==> config.mk <==
export PLATFORM = sky130hd
export DESIGN_NAME = srport_ctrl
export DESIGN_NICKNAME = d
export VERILOG_FILES = /design/src/rtl/srport_pkg.sv /design/src/rtl/srport_fsm.sv /design/src/rtl/srport_txshift.sv /design/src/rtl/srport_rxshift.sv /design/src/rtl/srport_ctrl.sv
export SDC_FILE = /design/constraint.sdc
export NUM_CORES = 1
export LEC_CHECK = 0
export BUFFER_PORTS_ARGS = -buffer_cell sky130_fd_sc_hd__buf_2
export CAP_MARGIN = 40
export CORE_MARGIN = 5
export CORE_UTILIZATION = 30
export CTS_CLUSTER_SIZE = 28
export DETAILED_ROUTE_END_ITERATION = 16
export PLACE_DENSITY_LB_ADDON = 0.1
export REMOVE_ABC_BUFFERS = 1
export SETUP_SLACK_MARGIN = 0.05
export SLEW_MARGIN = 0
export SYNTH_ARGS = -nofsm -noshare
export SYNTH_HDL_FRONTEND = slang
export SYNTH_SLANG_ARGS = --single-unit
==> constraint.sdc <==
create_clock -name clk -period 3.45 [get_ports clk]
set_input_delay 0.1725 -clock clk [delete_from_list [all_inputs] [get_ports clk]]
set_output_delay 0.1725 -clock clk [all_outputs]
set_load 0.01 [all_outputs]
==> src/rtl/srport_pkg.sv <==
package srport_pkg;
    typedef enum logic [2:0] {
        ST_IDLE,
        ST_CAPTURE,
        ST_LOW,
        ST_HIGH,
        ST_UPDATE,
        ST_FINISH
    } srport_state_e;
endpackage

==> src/rtl/srport_fsm.sv <==
module srport_fsm
    import srport_pkg::*;
#(
    parameter int OUT_W = 16,
    localparam int CW = (OUT_W > 1) ? $clog2(OUT_W) : 1
) (
    input  logic          clk,
    input  logic          rst_n,
    input  logic          start,
    output logic [CW-1:0] bit_idx,
    output logic          load,
    output logic          shift,
    output logic          sample,
    output logic          drive,
    output logic          sck,
    output logic          in_latch,
    output logic          out_latch,
    output logic          done,
    output logic          busy
);
    srport_state_e state, nxt;
    logic          last_bit;

    assign last_bit = (bit_idx == CW'(OUT_W - 1));

    always_comb begin
        nxt = state;
        unique case (state)
            ST_IDLE:    if (start) nxt = ST_CAPTURE;
            ST_CAPTURE: nxt = ST_LOW;
            ST_LOW:     nxt = ST_HIGH;
            ST_HIGH:    nxt = last_bit ? ST_UPDATE : ST_LOW;
            ST_UPDATE:  nxt = ST_FINISH;
            ST_FINISH:  nxt = ST_IDLE;
            default:    nxt = ST_IDLE;
        endcase
    end

    always_ff @(posedge clk or negedge rst_n) begin
        if (!rst_n) begin
            state   <= ST_IDLE;
            bit_idx <= '0;
        end else begin
            state <= nxt;
            if (state == ST_IDLE && start)
                bit_idx <= '0;
            else if (state == ST_HIGH && !last_bit)
                bit_idx <= bit_idx + 1'b1;
        end
    end

    always_comb begin
        load      = 1'b0;
        shift     = 1'b0;
        sample    = 1'b0;
        drive     = 1'b0;
        sck       = 1'b0;
        in_latch  = 1'b0;
        out_latch = 1'b0;
        done      = 1'b0;
        busy      = 1'b1;
        unique case (state)
            ST_IDLE: begin
                busy = 1'b0;
                load = start;
            end
            ST_CAPTURE: in_latch = 1'b1;
            ST_LOW: begin
                drive  = 1'b1;
                sample = 1'b1;
            end
            ST_HIGH: begin
                drive = 1'b1;
                sck   = 1'b1;
                shift = 1'b1;
            end
            ST_UPDATE: out_latch = 1'b1;
            ST_FINISH: done = 1'b1;
            default:   busy = 1'b0;
        endcase
    end


    capture_after_start_chk: assert property (@(posedge clk) disable iff (!rst_n)
        in_latch |-> ($past(start) && !$past(busy)));


    update_after_shift_chk: assert property (@(posedge clk) disable iff (!rst_n)
        out_latch |-> $past(sck));


    done_after_update_chk: assert property (@(posedge clk) disable iff (!rst_n)
        done |-> $past(out_latch));


    strobe_exclusive_chk: assert property (@(posedge clk) disable iff (!rst_n)
        $onehot0({sck, in_latch, out_latch, done}));
endmodule

==> src/rtl/srport_txshift.sv <==
module srport_txshift #(
    parameter int OUT_W = 16
) (
    input  logic             clk,
    input  logic             rst_n,
    input  logic             load,
    input  logic             shift,
    input  logic [OUT_W-1:0] word,
    output logic             msb
);
    logic [OUT_W-1:0] shreg;

    always_ff @(posedge clk or negedge rst_n) begin
        if (!rst_n)
            shreg <= '0;
        else if (load)
            shreg <= word;
        else if (shift)
            shreg <= {shreg[OUT_W-2:0], 1'b0};
    end

    assign msb = shreg[OUT_W-1];
endmodule

==> src/rtl/srport_rxshift.sv <==
module srport_rxshift #(
    parameter int OUT_W = 16,
    parameter int IN_W  = 8,
    localparam int CW = (OUT_W > 1) ? $clog2(OUT_W) : 1
) (
    input  logic            clk,
    input  logic            rst_n,
    input  logic            sample,
    input  logic [CW-1:0]   bit_idx,
    input  logic            sdi,
    output logic [IN_W-1:0] byte_o
);
    logic keep;

    assign keep = sample && (int'(bit_idx) < IN_W);

    always_ff @(posedge clk or negedge rst_n) begin
        if (!rst_n)
            byte_o <= '0;
        else if (keep)
            byte_o <= {byte_o[IN_W-2:0], sdi};
    end
endmodule

==> src/rtl/srport_ctrl.sv <==
module srport_ctrl #(
    parameter int OUT_W = 16,
    parameter int IN_W  = 8,
    localparam int CW = (OUT_W > 1) ? $clog2(OUT_W) : 1
) (
    input  logic             clk,
    input  logic             rst_n,
    input  logic             start,
    input  logic [OUT_W-1:0] tx_word,
    output logic [IN_W-1:0]  rx_byte,
    output logic             busy,
    output logic             done,
    output logic             port_sck,
    output logic             port_sdo,
    input  logic             port_sdi,
    output logic             port_in_latch,
    output logic             port_out_latch
);
    logic [CW-1:0] bit_idx;
    logic          load, shift, sample, drive, tx_msb;

    srport_fsm #(.OUT_W(OUT_W)) u_fsm (
        .clk       (clk),
        .rst_n     (rst_n),
        .start     (start),
        .bit_idx   (bit_idx),
        .load      (load),
        .shift     (shift),
        .sample    (sample),
        .drive     (drive),
        .sck       (port_sck),
        .in_latch  (port_in_latch),
        .out_latch (port_out_latch),
        .done      (done),
        .busy      (busy)
    );

    srport_txshift #(.OUT_W(OUT_W)) u_tx (
        .clk   (clk),
        .rst_n (rst_n),
        .load  (load),
        .shift (shift),
        .word  (tx_word),
        .msb   (tx_msb)
    );

    srport_rxshift #(.OUT_W(OUT_W), .IN_W(IN_W)) u_rx (
        .clk     (clk),
        .rst_n   (rst_n),
        .sample  (sample),
        .bit_idx (bit_idx),
        .sdi     (port_sdi),
        .byte_o  (rx_byte)
    );

    assign port_sdo = drive & tx_msb;


    sdo_hold_chk: assert property (@(posedge clk) disable iff (!rst_n)
        port_sck |-> $stable(port_sdo));


    rx_hold_chk: assert property (@(posedge clk) disable iff (!rst_n)
        (!busy && !$past(busy)) |-> $stable(rx_byte));
endmodule

==> out/metrics.cfg, run 1 <==
[yosys]
syn_area_sq_um=1406
synth_edf_count=0
synth_ff_type=dfrtp_1
syn_area_per_cell_sq_um=12.56
syn-instance-count=112
yosys_register_bits=31
ys_seq_area_share_pct=55.16
ys_warn_count=0
synthArstFlopShare_pct=100.0
synth.distinct_cells=27

[critical_path]
worst_ep_required_time_ps=3610
slowest_delay_ps=520
critPathArrivalTime_ps=2330
critPathMaxFanout=20
critPathSlowestCell=dfrtp_1
path_cells=nand3b_2 -> inv_1 -> nor2_1 -> buf_4 -> a21o_1
critical_path_class=flop to flop
worst_setup_path_end_kind=flop
start_kind=flop

[cells_and_area]
drive_gt1_share_pct=35.17
antenna_cells=0
n_fill_cell=469
fin_util_pct=36.51
instances_no_fill=199
nNetsFinal=167
area_growth_pct=20.20

[power]
power_leakage_nw=0.9332
netSwitchingPower_uw=517.4
p_int_uw=938.4
power_density_nw_per_um2=861.2
seq_power_share_pct=43.4
combPwrFrac_pct=39.6
power.share.clock_pct=17.0
swShare_pct=35.54
irDropWorstVdd_mv=0.2238

[grt]
grt_pass1_vias=1012
grtUsageTotal_pct=9.893
grt_max_degree=32
grt_overflow=0
grt_pass1_wl_um=4761
antenna_found_initial=0

[routing]
vias=1005
wirelength_um=2737
drtIter0Drc=34
ant_nets=0
dr.pass1.iters=4
routed_via_density=5.050
wl_per_cell_um=13.75
drc_errors=0

[clock_tree]
cts_inserted_buffers=5
cts_resized=0
cts.path.max_buffers=2
cts_tree=yes
clock_latency_ps=270
htree_levels=2
cts.sinks=31
clk_pin_slew_ps=60
clockRootBuffer=clkbuf_8

[place]
dpl_worst_slack_ps=1276
port_buffers=33
gp_congestion=0.7349
placed_cells=192
hpwl_um=1950

[sta]
clock_skew_ps=4.012
rsz0062_at_grt=false
timing.fmax_ghz=0.4620
timing.setup.tns_ps=0
setup_viol=0
relSlewSlack_pct=53.87
fin_ws_ps=1286
worst_pin_slew_ps=692.0
worst_hold_slack_ps=126.2
finalCritPeriodShare_pct=62.73
period_needed_ps=2164
finalHoldViolCount=0
report.final.slew_viol_count=0

[die]
io_pins=34
fp.dieArea_sq_um=6157
core_sq_um=4629
initial_core_util_pct=30.38
die_h_um=78.47
rows=25
die_x_um=78.47

[hold_path]
hp-class=input pin to flop

[job]
max_cap_viol_count=0

[status]
status=complete, no violations

==> critical path, delay by kind of cell, from the launching register on <==
kind                   cells  cell delay, ps
buffers and inverters      2             750
AO/OA/AOI/OAI              1             180
AND/OR/NAND/NOR            2             600
flip-flops                 1             520
==> final timing paths <==
| check | startpoint | endpoint | slack [ps] | cells after the start |
|---|---|---|---|---|
| setup / recovery | u_fsm.state[2] | u_tx.shreg[15] | 1290 | 5 |
| hold / removal | tx_word[5] | u_tx.shreg[5] | 130 | 3 |
| setup reg to reg | u_fsm.state[2] | u_tx.shreg[15] | 1290 | 5 |
| hold reg to reg | u_tx.shreg[4] | u_tx.shreg[4] | 480 | 1 |
| max in group asynchronous | rst_n | u_tx.shreg[5] | 2530 | 2 |
| min in group asynchronous | rst_n | u_rx.byte_o[5] | 480 | 2 |
==> layer usage <==
metal,global-route usage (%),vias up,part of all wire [%]
met4,4.196,0,0.84
met5,0,-,0
li1,-,482,-
met3,4.472,4,7.2
met1,12.21,496,46
met2,14.90,23,46
==> kinds of logic (layout without fill, tap and decap cells) <==
logic type	after synthesis	count (layout)	synth area share (%)
AO/OA/AOI/OAI	40	40	21.26
adder cells (fa/ha/maj)	1	1	0.8895
buffers and inverters	10	43	3.558
flip-flops	31	31	55.16
multiplexers	9	9	7.118
AND/OR/NAND/NOR	21	21	12.01
==> cell type report <==
cell class	count	area (sq um)	area share (%)
Sequential cell	31	775.7	45.89
Timing Repair Buffer	36	190.2	11.25
Inverter	1	3.754	0.2221
Multi-Input combinational cell	71	580.6	34.34
Clock buffer	6	72.57	4.293
Tap cell	54	67.56	3.997
==> registers in the layout, summed over array words and instances (netlist names) <==
signal         count
u_tx.shreg        16
u_rx.byte_o        8
u_fsm.bit_idx      4
u_fsm.state        3
==> stage by stage <==
step	power, mW	area (sq um)
after detailed placement	1.228	1608
after floorplan	1.028	1360
after CTS	1.489	1690
final	1.456	1690
after global placement	1.205	1608
after global routing	1.580	1690
==> power groups by stage <==
stage	logic, mW	registers, mW	clock network (mW)
global placement	0.573	0.632	0
CTS	0.590	0.634	0.266
finish	0.576	0.632	0.248
detailed placement	0.588	0.640	0
global route	0.645	0.656	0.279
floorplan	0.391	0.637	0
==> Yosys cell counts, types with 2 or more instances <==
cell type	count	area, sq um
buf_2	7	35.03
nor3_1	4	20.02
a22o_1	15	131.4
mux2_2	8	90.09
nor4b_4	2	47.55
a21o_1	15	112.6
o21ai_0	3	15.01
dfrtp_1	31	775.7
a21oi_1	5	25.02
and3_1	2	12.51
and3b_1	2	17.52
nor2_1	2	7.510
or3_1	2	12.51
==> cell usage in the layout, fill, tap and decap left out, drive strengths merged, types with 3 or more instances in the layout <==
cell / instances
o21ai: 3
buf: 35
dfrtp: 31
mux2: 8
a21oi: 5
a21o: 15
a22o: 15
clkbuf: 6
nor3: 4
==> repair_timing <==
action                                 CTS  global route
hold buffers                             1             0
endpoints found under the hold margin   31             0
setup buffers                            0             0
Power figures use the tool's default switching activity.
==> run 2, diff against run 1 <==
==> constraint.sdc (replaced) <==
create_clock -name clk -period 2 [get_ports clk]
set_input_delay 0.1 -clock clk [delete_from_list [all_inputs] [get_ports clk]]
set_output_delay 0.1 -clock clk [all_outputs]
set_load 0.01 [all_outputs]
==> out/metrics.cfg, run 2 (synthesis gave the netlist of run 1 again) <==
[die]
io_pins=34
die_x_um=78.47
core_sq_um=4629
initial_core_util_pct=30.38
die_h_um=78.47
fp.dieArea_sq_um=6157
rows=25

[cells_and_area]
area_growth_pct=21.80
regMostFlops=u_tx.shreg
drive_gt1_share_pct=36.49
largest_register_ff_count=16
postLayoutCellArea_sq_um=1713
fin_util_pct=37.00
final_cell_mix=33 x buf_2, 31 x dfrtp_1, 15 x a22o_1, 15 x a21o_1, 8 x mux2_2
n_fill_cell=485
instances_no_fill=202
nNetsFinal=170
antenna_cells=0
layout_commonest_cell=buf_2
top_regs=u_tx.shreg: 16 flops, u_rx.byte_o: 8 flops, u_fsm.bit_idx: 4 flops

[critical_path]
reg2reg_from=u_fsm.state[1]
worst_setup_path_end_kind=flop
crit_family=simple AND/OR/NAND/NOR gates
critical_path_class=flop to flop
reg2regPathDepth=5
critPathArrivalTime_ps=1860
worst_ep_required_time_ps=2210
start_kind=flop
regToRegEndpoint=u_tx.shreg[12]
path_cells=nand3b_2 -> inv_1 -> nor2_1 -> buf_4 -> a21o_1
critPathMaxFanout=12
crit_buf_inv=2
slowest_delay_ps=520
critPathSlowestCell=dfrtp_1
r2r_setup_slack_ps=350

[clock_tree]
cts_tree=yes
clockRootBuffer=clkbuf_8
clk_pin_slew_ps=60
cts_resized=0
postCtsSetupRepairBufs=0
cts_hold_buf=1
htree_levels=2
cts.sinks=31
cts_inserted_buffers=5
clock_latency_ps=270
cts.path.max_buffers=2

[routing]
dr.pass1.iters=4
vias=1034
ant_nets=0
drc_errors=0
wirelength_um=2827
drtIter0Drc=39
routed_via_density=5.119
wl_per_cell_um=14.00

[sta]
relSlewSlack_pct=54.30
setup_viol=0
period_needed_ps=1651
timing.setup.tns_ps=0
clock_skew_ps=3.452
report.final.slew_viol_count=0
finalHoldViolCount=0
rsz0062_at_grt=false
worst_pin_slew_ps=685.5
finalCritPeriodShare_pct=82.55
timing.fmax_ghz=0.6057

[place]
gp_congestion=0.7374
hpwl_um=2036
placed_cells=195
port_buffers=33
detailed_place.area_sq_um=1630

[grt]
grt_overflow=0
grt_max_degree=32
antenna_found_initial=0
grt_pass1_wl_um=4981
grt_pass1_vias=1056
grtUsageTotal_pct=10.38

[hold_path]
hp-start=tx_word[5]
hp-class=input pin to flop
hold_path_end=u_tx.shreg[5]
holdPathStages=3

[power]
power_leakage_nw=0.9483
fin_total_pwr_mw=2.569
irDropWorstVdd_mv=0.4367
power_density_nw_per_um2=1500

[status]
status=complete, no violations

[job]
max_cap_viol_count=0

## run 2: worst max-delay path by stage
stage          depth (start not counted)        endpoint           start  slack [ps]
2_1_floorplan                          3   u_tx.shreg[0]  u_fsm.state[0]          70
3_3_place_gp                           4   u_tx.shreg[0]  u_fsm.state[1]         220
3_5_place_dp                           5  u_tx.shreg[10]  u_fsm.state[0]         330
4_1_cts                                5  u_tx.shreg[10]  u_fsm.state[1]         310
5_1_grt                                5  u_tx.shreg[10]  u_fsm.state[1]         220
6_report                               5  u_tx.shreg[12]  u_fsm.state[1]         350
## run 2: through the flow
stage	hold WS [ps]	setup WS (ps)
CTS	20.70	313.0
global placement	187.6	215.8
detailed placement	197.2	330.6
finish	34.47	349.0
floorplan	-195.6	65.35
global route	34.01	222.5
## run 2: worst reg2reg max path, cell delays in order (launching register included)
cell	delay (ps)
dfrtp_1	520
nand3b_2	150
inv_1	60
nor2_1	470
buf_4	270
a21o_1	130
## run 2: per-layer routing
layer	track usage, %	share of wire [%]	up-vias
met5	0	0	-
met4	5.245	2.2	0
met3	4.817	7.2	7
met2	15.67	47	25
met1	12.37	43	514
li1	-	-	488
## run 2: report_power, final
group / leakage [nW] / internal (mW) / total (mW) / switching (mW)
Combinational: 0.515 / 0.546 / 1.06 / 0.513
Clock: 0.0371 / 0.231 / 0.428 / 0.197
Sequential: 0.396 / 0.879 / 1.08 / 0.203
## run 2: cell type report
class	instances	area, sq um	area share, %
well taps	54	67.56	3.944
inverters	1	3.754	0.2191
flip-flops and latches	31	775.7	45.29
clock buffers	6	72.57	4.237
repair buffers	39	212.7	12.42
multi-input cells	71	580.6	33.89
